--- src/rtl/busm_retry_pkg.sv ---
package busm_retry_pkg;
  typedef enum logic [2:0] {
    ST_IDLE = 3'd0,
    ST_REQ  = 3'd1,
    ST_T1   = 3'd2,
    ST_T2   = 3'd3,
    ST_TH   = 3'd4,
    ST_LOCK = 3'd5
  } seq_state_e;
endpackage

--- src/rtl/busm_retry_sampler.sv ---
module busm_retry_sampler #(
  parameter int STAGES = 2
) (
  input  logic clk,
  input  logic rst_n,
  input  logic async_en,
  input  logic retry_in,
  output logic retry_seen
);
  localparam int LAST = STAGES - 1;

  logic [STAGES-1:0] chain_q;

  // Stage 0 captures the raw input; later stages shift it along.
  always_ff @(posedge clk or negedge rst_n) begin
    if (!rst_n) chain_q[0] <= 1'b0;
    else        chain_q[0] <= retry_in;
  end

  generate
    for (genvar g = 1; g < STAGES; g++) begin : g_stage
      always_ff @(posedge clk or negedge rst_n) begin
        if (!rst_n) chain_q[g] <= 1'b0;
        else        chain_q[g] <= chain_q[g-1];
      end
    end
  endgenerate

  assign retry_seen = async_en ? chain_q[LAST] : retry_in;
endmodule

--- src/rtl/busm_retry_fsm.sv ---
module busm_retry_fsm
  import busm_retry_pkg::*;
(
  input  logic clk,
  input  logic rst_n,
  input  logic cyc_req,
  input  logic bus_grant,
  input  logic term_any,
  input  logic retry_seen,
  input  logic latched,
  input  logic pending,
  output logic accept,
  output logic finish,
  output logic abort,
  output logic bus_req,
  output logic bus_own
);
  seq_state_e state_q, state_d;

  always_comb begin
    state_d = state_q;
    accept  = 1'b0;
    finish  = 1'b0;
    abort   = 1'b0;
    case (state_q)
      ST_IDLE: begin
        if (cyc_req) begin
          accept  = 1'b1;
          state_d = ST_REQ;
        end
      end
      ST_REQ:  if (bus_grant) state_d = ST_T1;
      ST_T1:   state_d = ST_T2;
      ST_T2: begin
        // Retry is checked first so it beats every terminator.
        if (retry_seen) begin
          abort   = 1'b1;
          state_d = ST_TH;
        end else if (term_any) begin
          finish  = 1'b1;
          state_d = ST_IDLE;
        end
      end
      ST_TH:   state_d = latched ? ST_LOCK : ST_REQ;
      ST_LOCK: if (!pending && !retry_seen) state_d = ST_REQ;
      default: state_d = ST_IDLE;
    endcase
  end

  always_ff @(posedge clk or negedge rst_n) begin
    if (!rst_n) state_q <= ST_IDLE;
    else        state_q <= state_d;
  end

  assign bus_req = (state_q == ST_REQ);
  assign bus_own = (state_q == ST_T1) || (state_q == ST_T2);
endmodule

--- src/rtl/busm_retry_status.sv ---
module busm_retry_status (
  input  logic clk,
  input  logic rst_n,
  input  logic set_evt,
  input  logic clr_evt,
  output logic pending
);
  logic pend_q, pend_d, pend_en;

  always_comb begin
    pend_en = set_evt || clr_evt;
    pend_d  = set_evt;
  end

  always_ff @(posedge clk or negedge rst_n) begin
    if (!rst_n)       pend_q <= 1'b0;
    else if (pend_en) pend_q <= pend_d;
  end

  assign pending = pend_q;
endmodule

--- src/rtl/busm_retry_regs.sv ---
module busm_retry_regs #(
  parameter int AW = 32,
  parameter int DW = 32
) (
  input  logic          clk,
  input  logic          rst_n,
  input  logic          accept,
  input  logic          finish,
  input  logic [AW-1:0] in_addr,
  input  logic          in_we,
  input  logic [DW-1:0] in_wdata,
  input  logic [DW-1:0] rd_bus,
  output logic [AW-1:0] out_addr,
  output logic          out_we,
  output logic [DW-1:0] out_wdata,
  output logic [DW-1:0] out_rdata,
  output logic          done
);
  logic [AW-1:0] addr_q;
  logic          we_q;
  logic [DW-1:0] wdata_q, rdata_q;
  logic          done_q;
  logic          rd_en;

  assign rd_en = finish && !we_q;

  always_ff @(posedge clk or negedge rst_n) begin
    if (!rst_n) begin
      addr_q  <= '0;
      we_q    <= 1'b0;
      wdata_q <= '0;
    end else if (accept) begin
      addr_q  <= in_addr;
      we_q    <= in_we;
      wdata_q <= in_wdata;
    end
  end

  always_ff @(posedge clk or negedge rst_n) begin
    if (!rst_n)     rdata_q <= '0;
    else if (rd_en) rdata_q <= rd_bus;
  end

  always_ff @(posedge clk or negedge rst_n) begin
    if (!rst_n) done_q <= 1'b0;
    else        done_q <= finish;
  end

  assign out_addr  = addr_q;
  assign out_we    = we_q;
  assign out_wdata = wdata_q;
  assign out_rdata = rdata_q;
  assign done      = done_q;
endmodule

--- src/rtl/busm_retry_seq.sv ---
module busm_retry_seq #(
  parameter int AW          = 32,
  parameter int DW          = 32,
  parameter int SYNC_STAGES = 2
) (
  input  logic          clk,
  input  logic          rst_n,
  input  logic          cfg_latched,
  input  logic          cfg_async_sample,
  input  logic          cfg_async_bus,
  input  logic          cyc_req,
  input  logic [AW-1:0] cyc_addr,
  input  logic          cyc_we,
  input  logic [DW-1:0] cyc_wdata,
  output logic          cyc_done,
  output logic [DW-1:0] cyc_rdata,
  output logic          bus_req,
  input  logic          bus_grant,
  output logic          bus_own,
  output logic          mem_strobe,
  output logic [AW-1:0] mem_addr,
  output logic          mem_we,
  output logic [DW-1:0] mem_wdata,
  input  logic [DW-1:0] mem_rdata,
  input  logic          term_ack,
  input  logic          term_sterm,
  input  logic          term_rdy,
  input  logic          retry_in,
  output logic          retry_pending,
  input  logic          sts_clr
);
  logic [1:0] rst_pipe_q;
  logic       rst_n_s;
  logic       async_en, retry_seen, term_any;
  logic       accept, finish, abort;

  // Reset asserts at once and is released after two clock edges.
  always_ff @(posedge clk or negedge rst_n) begin
    if (!rst_n) rst_pipe_q <= 2'b00;
    else        rst_pipe_q <= {rst_pipe_q[0], 1'b1};
  end
  assign rst_n_s = rst_pipe_q[1];

  // Synchronized sampling is only legal on an asynchronous bus.
  assign async_en = cfg_async_sample && cfg_async_bus;
  assign term_any = term_ack || term_sterm || term_rdy;

  busm_retry_sampler #(.STAGES(SYNC_STAGES)) samp_i (
    .clk(clk), .rst_n(rst_n_s), .async_en(async_en),
    .retry_in(retry_in), .retry_seen(retry_seen)
  );

  busm_retry_fsm fsm_i (
    .clk(clk), .rst_n(rst_n_s), .cyc_req(cyc_req), .bus_grant(bus_grant),
    .term_any(term_any), .retry_seen(retry_seen), .latched(cfg_latched),
    .pending(retry_pending), .accept(accept), .finish(finish),
    .abort(abort), .bus_req(bus_req), .bus_own(bus_own)
  );

  busm_retry_status sts_i (
    .clk(clk), .rst_n(rst_n_s), .set_evt(abort), .clr_evt(sts_clr),
    .pending(retry_pending)
  );

  busm_retry_regs #(.AW(AW), .DW(DW)) regs_i (
    .clk(clk), .rst_n(rst_n_s), .accept(accept), .finish(finish),
    .in_addr(cyc_addr), .in_we(cyc_we), .in_wdata(cyc_wdata),
    .rd_bus(mem_rdata), .out_addr(mem_addr), .out_we(mem_we),
    .out_wdata(mem_wdata), .out_rdata(cyc_rdata), .done(cyc_done)
  );

  assign mem_strobe = bus_own;
endmodule

--- config.mk ---
export PLATFORM = sky130hd
export DESIGN_NAME = busm_retry_seq
export DESIGN_NICKNAME = d
export VERILOG_FILES = /design/src/rtl/busm_retry_pkg.sv /design/src/rtl/busm_retry_sampler.sv /design/src/rtl/busm_retry_fsm.sv /design/src/rtl/busm_retry_status.sv /design/src/rtl/busm_retry_regs.sv /design/src/rtl/busm_retry_seq.sv
export SDC_FILE = /design/constraint.sdc
export NUM_CORES = 1
export LEC_CHECK = 0
export CORE_ASPECT_RATIO = 1.1
export CORE_UTILIZATION = 45
export CTS_BUF_LIST = sky130_fd_sc_hd__clkbuf_4
export CTS_CLUSTER_DIAMETER = 50
export CTS_CLUSTER_SIZE = 28
export DETAILED_ROUTE_END_ITERATION = 8
export DONT_BUFFER_PORTS = 1
export MAX_ROUTING_LAYER = met4
export PLACE_DENSITY_LB_ADDON = 0.3
export SLEW_MARGIN = 20
export SYNTH_ARGS = -nofsm -noshare
export SYNTH_HDL_FRONTEND = slang
export SYNTH_SLANG_ARGS = --single-unit
export TNS_END_PERCENT = 20
--- constraint.sdc ---
create_clock -name clk -period 6.1 [get_ports clk]
set_input_delay 1.525 -clock clk [delete_from_list [all_inputs] [get_ports clk]]
set_output_delay 1.525 -clock clk [all_outputs]
set_load 0.01 [all_outputs]
==> metrics.txt, run 1 <==
status=finished, final reports clean; Largest stage delay, worst path=560 ps; GPL Wtd Cong=0.807; Max-Slew Margin vs Limit=45.8%; Max VDD drop=0.225 mV; Worst Tran Pin Value=814 ps; Final setup violation count=0; CTS Buffer Depth=2; Synth Flop Type=dfrtp_1; die width=92.2 um; layout cells sized above 1=47.0%; clock transition at the registers of the reported paths=160 ps; DR vias/cell=5.52; Num Clock Sinks=106; synth top area cells=dfrtp_1 66%, mux2_2 26%, buf_4 1.3%; HP Class=flop to asynchronous set/reset pin; cell area power density=549 nW/um2; num rows=35; antenna violations before repair=0; crit path time final=2890 ps; Post-synth top cells=106 x dfrtp_1, 94 x mux2_2, 7 x buf_4; Int Pwr=1470 uW; DRT iter0 DRCs=48; DR vias=1,975; io pins=211; total CTS buffers=9; final hold viol count=0; sw power=832 uW; static leakage=0.00177 uW; Initial Util=47.1%; Final Skew=20.4 ps; CTS Hold Bufs=0; Distinct cells, synth=24; router iterations before antenna repair=3; sequence of cells on the critical path=nor3b_1; CTS root buf=clkbuf_4; Post-DRT Antenna Nets=0; RSZ-0062 raised after global routing=false; first-pass GRT wire length=10.7 mm; Avg Inst Size Synth=16.6 um2; sequential share of the synthesized area=65.9%; ys async rst share=100%; area of the mapped netlist=4030 um2; Congestion Overflow GR=0; drc violations=0; share of Yosys cell area claimed by the top area cell type=65.9%; max-cap check violation count=0; finished layout cell area=4200 um2; dpl hpwl=5.15 mm; clock power share=13.1%; Final Net Count=352; switching share of power=36.1%; die area=9330 um2; global router's overall resource usage=15.5%; CP endpoint kind=output pin; slowest CP cell=dfrtp_1; final worst path period share=47.4%; Inserted Diodes=0; WL final=7.08 mm; # resized after CTS=0; Buffers on Ports=0; CP startpoint kind=flop; H-tree depth=3; FF-to-FF path depth=5; Post-DP Area=4090 um2; Ys Warns=0; maximum number of pins on one net before global-route repair=66; critical path depth=1; Bufs and invs on worst path=0; Core Footprint=8540 um2; Crit Path Category=flop to output pin; DIE HEIGHT=101 um; final-report max-slew violation count=0; Combinational Power Share=23.2%; r2r setup slk=4000 ps; CTS tree=built; Worst EP arrival=1370 ps; Setup Buffers After CTS=0; number of global-route vias before repair=2,165; worst skew pair latency=420 ps; post-synth top area cell=dfrtp_1; Layout area overhead=4.38%; setup TNS=0 ps; cell family with most CP delay=flip-flops; WL per Instance=19.8 um; Seq pwr share=63.7%; worst path required time=4580 ps; Mapped Cells=243; syn nets=352; top-count cell post-synth=dfrtp_1; Post-synth EDFFs=0; Max FO, Critical Path=11; #FFs+latches synth=106; FMAX=346 MHz
[state kept, by name, indices dropped and copies added (netlist names)]
| register | cells |
|---|---|
| fsm_i.state_q | 3 |
| regs_i.done | 1 |
| regs_i.out_addr | 32 |
| regs_i.out_rdata | 32 |
| regs_i.out_wdata | 32 |
| regs_i.out_we | 1 |
| rst_pipe_q | 2 |
| samp_i.chain_q | 2 |
| sts_i.pending | 1 |
[final cells by class]
type	instances	area (um2)
Tap cell	111	139
Fill cell	745	4340
Clock buffer	9	67.6
Timing Repair Buffer	3	22.5
Inverter	2	7.51
Sequential cell	106	2660
Clock inverter	6	42.5
Multi-Input combinational cell	121	1270
[power by group through the flow]
stage | Sequential (uW) | Clock, uW | Combinational [uW]
finish | 1470 | 302 | 535
global route | 1520 | 337 | 589
CTS | 1480 | 317 | 546
detailed placement | 1490 | 0 | 548
global placement | 1490 | 0 | 508
floorplan | 1390 | 0 | 522
[kinds of logic (layout without fill, tap and decap cells)]
group           Yosys count  in the layout  synth area share, %
mux                      98             98                 27.5
simple gates             14             14                 2.46
flops                   106            106                 65.9
other cells               1              1               0.0932
compound gates            8              8                 1.24
buf+inv                  16             20                 2.80
[through the flow]
step | setup slack [ps] | util [%] | std cells | hold WS, ps | power, uW
final | 3210 | 49.2 | 358 | 327 | 2310
after global placement | 3040 | 47.9 | 343 | 335 | 2000
after detailed placement | 2990 | 47.9 | 343 | 339 | 2040
after global routing | 3120 | 49.2 | 358 | 365 | 2440
after floorplan | 2930 | - | 243 | 331 | 1910
after CTS | 3170 | 49.2 | 358 | 360 | 2340
[worst paths after layout]
kind,start,end
setup / recovery,fsm_i.state_q[0],bus_req
hold / removal,rst_pipe_q[1],regs_i.out_addr[18]
setup reg to reg,fsm_i.state_q[1],regs_i.out_rdata[26]
hold reg to reg,rst_pipe_q[1],regs_i.out_addr[18]
max in group asynchronous,rst_pipe_q[1],regs_i.out_rdata[31]
min in group clk,rst_pipe_q[0],rst_pipe_q[1]
[per-layer routing]
metal,part of all wire (%),GRT usage (%)
met1,38,17.3
met2,50,24.6
met3,11,6.16
met4,0.78,7.09
met5,0,-
[cell usage in the layout (no fill, tap or decap), types with 2 or more instances in the layout]
| master | instances |
|---|---|
| mux2_2 | 94 |
| dfrtp_1 | 105 |
| o21ai_0 | 3 |
| mux2_1 | 3 |
| a21oi_1 | 2 |
| inv_1 | 2 |
| inv_6 | 2 |
| nor3_1 | 3 |
| nand2_1 | 2 |
| clkbuf_4 | 9 |
| buf_4 | 3 |
| nand3_1 | 3 |
(Power assumes the default switching activity.)
==> inputs of run 2 (changes only) <==
Clock period 6.1 ns to 2.7 ns, I/O delays scaled along.
==> metrics.txt, run 2 (same netlist as run 1, synthesis figures left out) <==
Finished Layout Cells=361; static leakage=0.00179 uW; cell area power density=1240 nW/um2; slowest CP cell=dfrtp_1; total CTS buffers=9; Max VDD drop=0.532 mV; worst path required time=2030 ps; number of global-route vias before repair=2,113; sw power=1900 uW; placed insts=344; critical path depth=1; # resized after CTS=0; final hold viol count=0; RSZ-0062 raised after global routing=false; DIE HEIGHT=101 um; HP Class=primary input to flop; Final Net Count=354; Combinational Power Share=23.5%; DR vias/cell=5.52; Max-Slew Margin vs Limit=50.3%; Max FO, Critical Path=11; antenna violations before repair=0; Final setup violation count=0; sequence of cells on the critical path=nor3b_1; Largest stage delay, worst path=570 ps; Congestion Overflow GR=0; H-tree depth=3; cell family with most CP delay=flip-flops; clock transition at the registers of the reported paths=160 ps; switching share of power=36.1%; WL final=7.48 mm; Worst Tran Pin Value=745 ps; FF-to-FF path depth=5; clock power share=13.1%; final worst path period share=76.8%; Final Skew=25.7 ps; CP startpoint kind=flop; Seq pwr share=63.4%; Layout area overhead=5.91%; CP endpoint kind=output pin; first-pass GRT wire length=11.0 mm; CTS root buf=clkbuf_4; WHS=248 ps; GPL Wtd Cong=0.818; Int Pwr=3370 uW; final-report max-slew violation count=0; Initial Util=47.1%; CTS Buffer Depth=2; max-cap check violation count=0; DRT iter0 DRCs=30; Bufs and invs on worst path=0; Buffers on Ports=0; Post-DRT Antenna Nets=0; crit path time final=2070 ps; most common cell after layout, fill and taps aside=dfrtp_1; setup TNS=0 ps; CTS tree=built; Num Clock Sinks=106; Crit Path Category=flop to output pin; layout cells sized above 1=47.2%; commonest non-fill, non-tap cells in the layout=105 x dfrtp_1, 94 x mux2_2, 10 x clkbuf_4; num rows=35; router iterations before antenna repair=3; Worst EP arrival=1400 ps; status=finished, final reports clean; maximum number of pins on one net before global-route repair=58; DR vias=1,994; WL per Instance=20.7 um; FMAX=482 MHz; die area=9330 um2; die width=92.2 um; Core Footprint=8540 um2; Final Core Density=49.9%; worst hold stages=0; drc violations=0; worst skew pair latency=430 ps; Inserted Diodes=0; global router's overall resource usage=16.3%; Setup Buffers After CTS=0; dpl hpwl=5.43 mm; Design Power=5270 uW; io pins=211
-- run 2: stage by stage --
stage,setup WS [ps],instance area (um2)
floorplan,587,4030
global placement,605,4140
detailed placement,572,4140
CTS,586,4260
global route,482,4260
finish,625,4260
-- run 2: repair_timing --
item / 4_1_cts / 5_1_grt
hold buffers: 1 / 0
setup endpoints to repair: 0 / 0
hold endpoints to repair: 2 / 0
-- run 2: layout make-up --
class                      count  area (um2)
fill                         716        4280
sequential                   106        2660
multi-input combinational    121        1270
tap                          111         139
timing repair buffer           5        77.6
clock buffer                  10        75.1
clock inverter                 6        41.3
inverter                       2        7.51
-- run 2: worst reg2reg max path, cell delays in order (launching register included) --
cell and delay, ps:
dfrtp_1 530, nor2b_4 330, nand2_1 140, nor4_4 280, buf_12 240, mux2_2 370
-- run 2: power by group through the flow --
stage          Clock [uW]  Sequential [uW]  Combinational (uW)
6_report              692             3340                1240
5_1_grt               774             3440                1350
4_1_cts               732             3350                1260
3_5_place_dp            0             3380                1270
3_3_place_gp            0             3370                1190
2_1_floorplan           0             3140                1180
-- run 2: layer usage --
| metal | part of all wire (%) | track usage (%) | vias to the layer above |
|---|---|---|---|
| met2 | 49 | 26.9 | 143 |
| met1 | 38 | 17.4 | 982 |
| met3 | 12 | 6.31 | 10 |
| met5 | 0 | - | - |
| li1 | - | - | 859 |
| met4 | 1.5 | 7.33 | 0 |
-- run 2: path summary, 6_finish.rpt --
| kind | from | endpoint | slack [ps] |
|---|---|---|---|
| max | fsm_i.state_q[0] | bus_req | 630 |
| max in group asynchronous | rst_pipe_q[1] | regs_i.out_wdata[17] | 1610 |
| max reg2reg | fsm_i.state_q[1] | regs_i.out_rdata[18] | 710 |
| min | retry_in | samp_i.chain_q[0] | 250 |
| min reg2reg | rst_pipe_q[0] | rst_pipe_q[1] | 370 |
| min in group asynchronous | rst_pipe_q[1] | regs_i.out_wdata[2] | 400 |
